### src/rtl/modred_pkg.sv
package modred_pkg;
  localparam int unsigned NO_IDX = 32;

  function automatic int unsigned lowest_set(input logic [31:0] v);
    lowest_set = NO_IDX;
    for (int i = 31; i >= 0; i--) if (v[i]) lowest_set = i;
  endfunction
endpackage

### src/rtl/modred_reach.sv
module modred_reach #(
  parameter int unsigned NL = 4,
  parameter int unsigned NM = 3
) (
  input  logic [NL-1:0][NM-1:0]          fail_i,
  input  logic [NL-2:0][NM-1:0][NM-1:0]  xp_i,
  output logic [NL-1:0][NM-1:0]          ok_o
);
  // ok: unfailed and a working path to the top level exists
  always_comb begin
    ok_o[NL-1] = ~fail_i[NL-1];
    for (int l = NL - 2; l >= 0; l--)
      for (int a = 0; a < NM; a++)
        ok_o[l][a] = ~fail_i[l][a] & |(ok_o[l+1] & ~xp_i[l][a]);
  end
endmodule

### src/rtl/modred_pick.sv
module modred_pick
  import modred_pkg::*;
#(
  parameter int unsigned NL = 4,
  parameter int unsigned NM = 3,
  localparam int unsigned IW = (NM > 1) ? $clog2(NM) : 1
) (
  input  logic [NL-1:0][NM-1:0]          fail_i,
  input  logic [NL-2:0][NM-1:0][NM-1:0]  xp_i,
  input  logic [NL-1:0][NM-1:0]          ok_i,
  input  logic [NL-1:0][IW-1:0]          sel_i,
  input  logic                           full_i,
  output logic [NL-1:0][IW-1:0]          nsel_o,
  output logic                           bad_o
);
  logic [NL-1:0][NM-1:0] cand;

  for (genvar l = 0; l < NL; l++) begin : g_cand
    logic [NM-1:0] in_ok, out_ok;
    if (l == 0) begin : g_bot
      assign in_ok = '1;
    end else begin : g_in
      assign in_ok = ~xp_i[l-1][sel_i[l-1]];
    end
    if (l == NL - 1) begin : g_top
      assign out_ok = '1;
    end else begin : g_out
      for (genvar c = 0; c < NM; c++) begin : g_c
        assign out_ok[c] = ~xp_i[l][c][sel_i[l+1]];
      end
    end
    assign cand[l] = ~fail_i[l] & in_ok & out_ok;
  end

  logic [NL-1:0]         bm;
  logic                  bl, rep_ok;
  logic [NL-1:0][IW-1:0] fs, rs;
  int unsigned           idx;

  always_comb begin
    bl = 1'b0;
    for (int l = 0; l < NL; l++) bm[l] = fail_i[l][sel_i[l]];
    for (int s = 0; s < NL - 1; s++) bl = bl | xp_i[s][sel_i[s]][sel_i[s+1]];
    // full selection, lowest index first
    fs[0] = IW'(lowest_set(32'(ok_i[0])));
    for (int l = 1; l < NL; l++)
      fs[l] = IW'(lowest_set(32'(ok_i[l] & ~xp_i[l-1][fs[l-1]])));
    // single-module repair
    rs = sel_i;
    rep_ok = 1'b0;
    idx = NO_IDX;
    if (!full_i && $countones(bm) == 1 && !bl) begin
      for (int l = 0; l < NL; l++) begin
        if (bm[l]) begin
          idx = lowest_set(32'(cand[l]));
          if (idx != NO_IDX) begin
            rs[l] = IW'(idx);
            rep_ok = 1'b1;
          end
        end
      end
    end
    nsel_o = rep_ok ? rs : fs;
    bad_o  = |bm | bl;
  end
endmodule

### src/rtl/modred_ctrl.sv
module modred_ctrl #(
  parameter int unsigned NUM_LVL = 4,
  parameter int unsigned NUM_MOD = 3,
  localparam int unsigned IW = (NUM_MOD > 1) ? $clog2(NUM_MOD) : 1,
  localparam int unsigned NX = (NUM_LVL - 1) * NUM_MOD * NUM_MOD
) (
  input  logic                       clk_i,
  input  logic                       rst_ni,
  input  logic                       boost_i,
  input  logic [NUM_LVL*NUM_MOD-1:0] mod_fail_i,
  input  logic [NX-1:0]              xp_fail_i,
  output logic [NUM_LVL*NUM_MOD-1:0] pwr_en_o,
  output logic [NX-1:0]              xsel_o,
  output logic                       busy_o,
  output logic                       sys_fail_o
);
  localparam int unsigned NL = NUM_LVL;
  localparam int unsigned NM = NUM_MOD;

  logic [NL-1:0][NM-1:0]         mf_in, fail_q, ok, pwr_q, sp, bp;
  logic [NL-2:0][NM-1:0][NM-1:0] xp, xsel_q, sx, bx;
  logic [NL-1:0][IW-1:0]         sel_q, nsel;
  logic busy_q, full_q, dead_q, bad, any_ok, trigger;

  assign mf_in = mod_fail_i;
  assign xp    = xp_fail_i;

  modred_reach #(.NL(NL), .NM(NM)) u_reach (
    .fail_i(fail_q), .xp_i(xp), .ok_o(ok)
  );

  modred_pick #(.NL(NL), .NM(NM)) u_pick (
    .fail_i(fail_q), .xp_i(xp), .ok_i(ok), .sel_i(sel_q),
    .full_i(full_q | dead_q), .nsel_o(nsel), .bad_o(bad)
  );

  assign any_ok  = |ok[0];
  assign trigger = full_q | (dead_q ? any_ok : bad);

  always_comb begin
    sp = '0;
    sx = '0;
    bx = '0;
    bp = ~fail_q;
    for (int l = 0; l < NL; l++) sp[l][nsel[l]] = 1'b1;
    for (int s = 0; s < NL - 1; s++) begin
      sx[s][nsel[s]][nsel[s+1]] = 1'b1;
      for (int i = 0; i < NM; i++)
        bx[s][i][i] = ~fail_q[s][i] & ~fail_q[s+1][i] & ~xp[s][i][i];
    end
  end

  always_ff @(posedge clk_i or negedge rst_ni) begin
    if (!rst_ni) begin
      fail_q <= '0;
      sel_q  <= '0;
      pwr_q  <= '0;
      xsel_q <= '0;
      busy_q <= 1'b0;
      full_q <= 1'b1;
      dead_q <= 1'b0;
    end else begin
      fail_q <= fail_q | mf_in;
      if (boost_i) begin
        pwr_q  <= bp;
        xsel_q <= bx;
        busy_q <= 1'b0;
        full_q <= 1'b1;
      end else if (busy_q) begin
        busy_q <= 1'b0;
        full_q <= 1'b0;
        if (any_ok) begin
          sel_q  <= nsel;
          pwr_q  <= sp;
          xsel_q <= sx;
          dead_q <= 1'b0;
        end else begin
          pwr_q  <= '0;
          xsel_q <= '0;
          dead_q <= 1'b1;
        end
      end else if (trigger) begin
        busy_q <= 1'b1;
      end
    end
  end

  assign pwr_en_o   = pwr_q;
  assign xsel_o     = xsel_q;
  assign busy_o     = busy_q;
  assign sys_fail_o = ~any_ok;

  AST_FAIL_STICKY: assert property (@(posedge clk_i) disable iff (!rst_ni)
    (fail_q & $past(fail_q)) == $past(fail_q));
  AST_NO_FAILED_POWER: assert property (@(posedge clk_i) disable iff (!rst_ni)
    ($past(busy_q) && !$past(boost_i)) |-> ((pwr_q & $past(fail_q)) == '0));
  AST_BUSY_SINGLE: assert property (@(posedge clk_i) disable iff (!rst_ni)
    busy_q |=> !busy_q);
  AST_HOLD_UNTIL_COMMIT: assert property (@(posedge clk_i) disable iff (!rst_ni)
    (!$past(busy_q) && !$past(boost_i)) |-> ($stable(xsel_q) && $stable(pwr_q)));
  AST_DEAD_ALL_OFF: assert property (@(posedge clk_i) disable iff (!rst_ni)
    $past(busy_q && !any_ok && !boost_i) |-> (pwr_q == '0 && xsel_q == '0));
  for (genvar l = 0; l < NL; l++) begin : g_ast
    AST_ONE_PER_LEVEL: assert property (@(posedge clk_i) disable iff (!rst_ni)
      !full_q |-> $onehot0(pwr_q[l]));
  end
endmodule

### config.mk
export PLATFORM = sky130hd
export DESIGN_NAME = modred_ctrl
export DESIGN_NICKNAME = d
export VERILOG_FILES = /design/src/rtl/modred_pkg.sv /design/src/rtl/modred_reach.sv /design/src/rtl/modred_pick.sv /design/src/rtl/modred_ctrl.sv
export SDC_FILE = /design/constraint.sdc
export NUM_CORES = 1
export LEC_CHECK = 0
export BUFFER_PORTS_ARGS = -buffer_cell sky130_fd_sc_hd__buf_2
export CORE_MARGIN = 2
export CORE_UTILIZATION = 45
export CTS_BUF_LIST = sky130_fd_sc_hd__clkbuf_4
export CTS_CLUSTER_SIZE = 25
export DETAILED_ROUTE_END_ITERATION = 16
export PLACE_DENSITY = 0.74
export SLEW_MARGIN = 25
export SYNTH_ARGS = -nofsm -noshare
export SYNTH_HDL_FRONTEND = slang
export SYNTH_SLANG_ARGS = --single-unit
export TNS_END_PERCENT = 5
### constraint.sdc
create_clock -name clk_i -period 6.2 [get_ports clk_i]
set_clock_uncertainty 0.15 [all_clocks]
set_input_delay 0.62 -clock clk_i [delete_from_list [all_inputs] [get_ports clk_i]]
set_output_delay 0.62 -clock clk_i [all_outputs]
set_load 0.05 [all_outputs]
==> reports/results.tsv <==
metric	value	unit
TritonCTS clock tree	done	
CTS Buf Count	9	
layout cells sized above 1	27.3	%
setup ws final	1.05	ns
Clock Sinks	62	
crit end category	flip-flop	
most frequent cells in the layout	82 x buf_2, 61 x dfrtp_1, 45 x nor2_1, 37 x o21ai_0, 35 x nand2_1	
antenna cells	0	
syn nets	525	
Reg clk slew, reported paths	0.12	ns
Synth cell types	78	
initial antenna violation count	0	
Final Hold Fails	0	
Power, Total	0.778	mW
first-pass GRT wire length	21600	um
chip height	102	um
FP Rows	35	
DP Area	4810	sq um
max_cap viols	0	
FMAX	194	MHz
Final nets	596	
largest net degree at the start of global routing	63	
wirelength, routed	13700	um
Die Wd	102	um
FF+latch count, synth	62	
GRT Util Overall	27.1	%
setup_tns	0	ns
Pre-antenna DRT Iters	5	
Initial DRC Count	331	
CTS-repair resized insts	0	
worst setup path class	flip-flop to flip-flop	
Core Area	9240	sq um
synthesized area per cell	9.03	sq um
Clock Path Buffers	2	
worst-margin pin slew	0.899	ns
worst skew pair latency	0.42	ns
grt total ovfl	0	
Post-CTS Setup Inserts	0	
peak supply drop	0.111	mV
PortBufs	82	
outcome	finished, final reports clean	
hpwl dp	10200	um
die area	10400	sq um
fin. max-slew vios	0	
pre-CTS setup slack	1.02	ns
RSZ-0062 raised after global routing	no	
final period utilization	83.0	%
DRC viols	0	
CP Max Fanout	10	
total power divided by cell area	158	nW/um^2
H-tree Lvls	3	
WP data arrival	5.35	ns
Leak Pwr	2.28	nW
cts hold-fix bufs	0	
Final Wtd Congestion	0.968	
Critical Path Start Type	flip-flop	
Synth warnings	0	
DR vias/cell	6.22	
WL/cell	20.2	um
Register Area	1550	sq um
via count	4239	
Layout area overhead	14.3	%
Rel. slew slack	38.5	%
final instance area	4920	sq um
vias in the first global route	4118	
Main synth FF type	dfrtp_1	
root buf cell	clkbuf_4	
final setup violation count	0	
most common cell after layout, fill and taps aside	buf_2	
register area share after synthesis	36.1	%
# IOs	83	
ys async rst share	100	%
Synth Instances	477	
Fillers	886	
area occupied by multi-input gates	2560	sq um
crit path time final	5.15	ns
HP Class	input port to async pin	
Initial Util	46.6	%
hold_ws	0.204	ns
antenna-violating nets left	0	
synthesized area	4310	sq um
required time of the critical path	6.40	ns
number of synthesized flops with an enable pin	0	
layout make-up:
| type | instances | share of cell area [%] |
|---|---|---|
| Timing Repair Buffer | 86 | 8.95 |
| Tap cell | 129 | 3.28 |
| Clock inverter | 6 | 0.788 |
| Multi-Input combinational cell | 364 | 52.0 |
| Sequential cell | 62 | 31.6 |
| Clock buffer | 10 | 1.53 |
| Inverter | 25 | 1.91 |
worst max-delay path, cell delays in order (launching register included):
cell      delay (ns)
dfrtp_1         0.53
nor2_1          0.42
o21ai_1         0.27
a311oi_1        0.56
o31a_1          0.36
a21oi_1         0.11
o221ai_2        0.37
mux2_1          0.37
or3_4           0.41
and3b_1         0.24
a221o_1         0.39
nor4b_2         0.20
or4b_1          0.55
a21oi_1         0.14
per-stage QoR:
stage | cells | utilization, %
6_report | 682 | 53.3
5_1_grt | 682 | 53.3
4_1_cts | 682 | 53.3
3_5_place_dp | 666 | 52.0
3_3_place_gp | 666 | 52.0
2_1_floorplan | 477 | -
final timing paths:
| check | startpoint | to | slack (ns) | cells after the start |
|---|---|---|---|---|
| worst max-delay path | fail_q[11]$_DFF_PN0_ | xsel_o[18]$_DFFE_PN0P_ | 1.05 | 13 |
| worst min-delay path | rst_ni | pwr_en_o[6]$_DFFE_PN0P_ | 0.20 | 2 |
| worst max register to register | fail_q[11]$_DFF_PN0_ | xsel_o[18]$_DFFE_PN0P_ | 1.05 | 13 |
| worst min register to register | xsel_o[10]$_DFFE_PN0P_ | xsel_o[10]$_DFFE_PN0P_ | 0.35 | 2 |
| max in group asynchronous | rst_ni | pwr_en_o[4]$_DFFE_PN0P_ | 5.17 | 2 |
| min in group clk_i | mod_fail_i[0] | fail_q[0]$_DFF_PN0_ | 0.22 | 2 |
metal layers:
metal / share of wire (%) / vias to the layer above / GRT usage, %
li1: - / 1938 / -
met1: 46 / 2062 / 37.5
met2: 45 / 201 / 42.6
met3: 6.1 / 38 / 4.17
met4: 2.9 / 0 / 11.3
met5: 0 / - / 0
sequential cells by signal, summed over array words and instances, names as in the netlist:
register and count:
xsel_o 27, sel_q 8, pwr_en_o 12, fail_q 12, dead_q 1, full_q 1, busy_o 1
synth_stat cells (all sizes together) (3+ instances only):
library cell | n | share of area [%]
a2111oi | 6 | 1.2
a211oi | 4 | 0.81
a21oi | 19 | 2.2
a221o | 8 | 1.9
a221oi | 5 | 1.6
a22o | 9 | 1.8
a22oi | 5 | 0.87
a311oi | 11 | 2.8
a31oi | 8 | 1.3
a32oi | 4 | 0.81
and3 | 7 | 1.0
buf | 7 | 0.90
clkbuf | 19 | 1.7
dfrtp | 61 | 35
ha | 5 | 1.5
inv | 25 | 2.2
mux2 | 7 | 1.9
mux2i | 26 | 6.0
nand2 | 35 | 3.1
nand2b | 4 | 0.58
nand3 | 8 | 0.93
nor2 | 46 | 4.0
nor2b | 13 | 1.9
nor3 | 7 | 0.81
nor3b | 3 | 0.64
o211ai | 5 | 1.1
o21ai | 43 | 5.0
o221ai | 3 | 0.90
o22ai | 5 | 1.0
o2bb2ai | 10 | 2.0
o31a | 3 | 0.61
o31ai | 5 | 1.4
or2 | 18 | 2.6
or3 | 3 | 0.55
power by group:
group	internal [mW]	switching [mW]	total [mW]
registers	0.414	0.00874	0.422
clock network	0.0853	0.165	0.250
logic	0.0305	0.0755	0.106
cell families after synthesis:
kind of cell | share of synthesized area (%)
compound gates | 31.6
mux | 7.96
simple gates | 17.8
buf+inv | 4.74
flops | 36.1
fa+ha+maj | 1.92
Power figures use the tool's default switching activity.
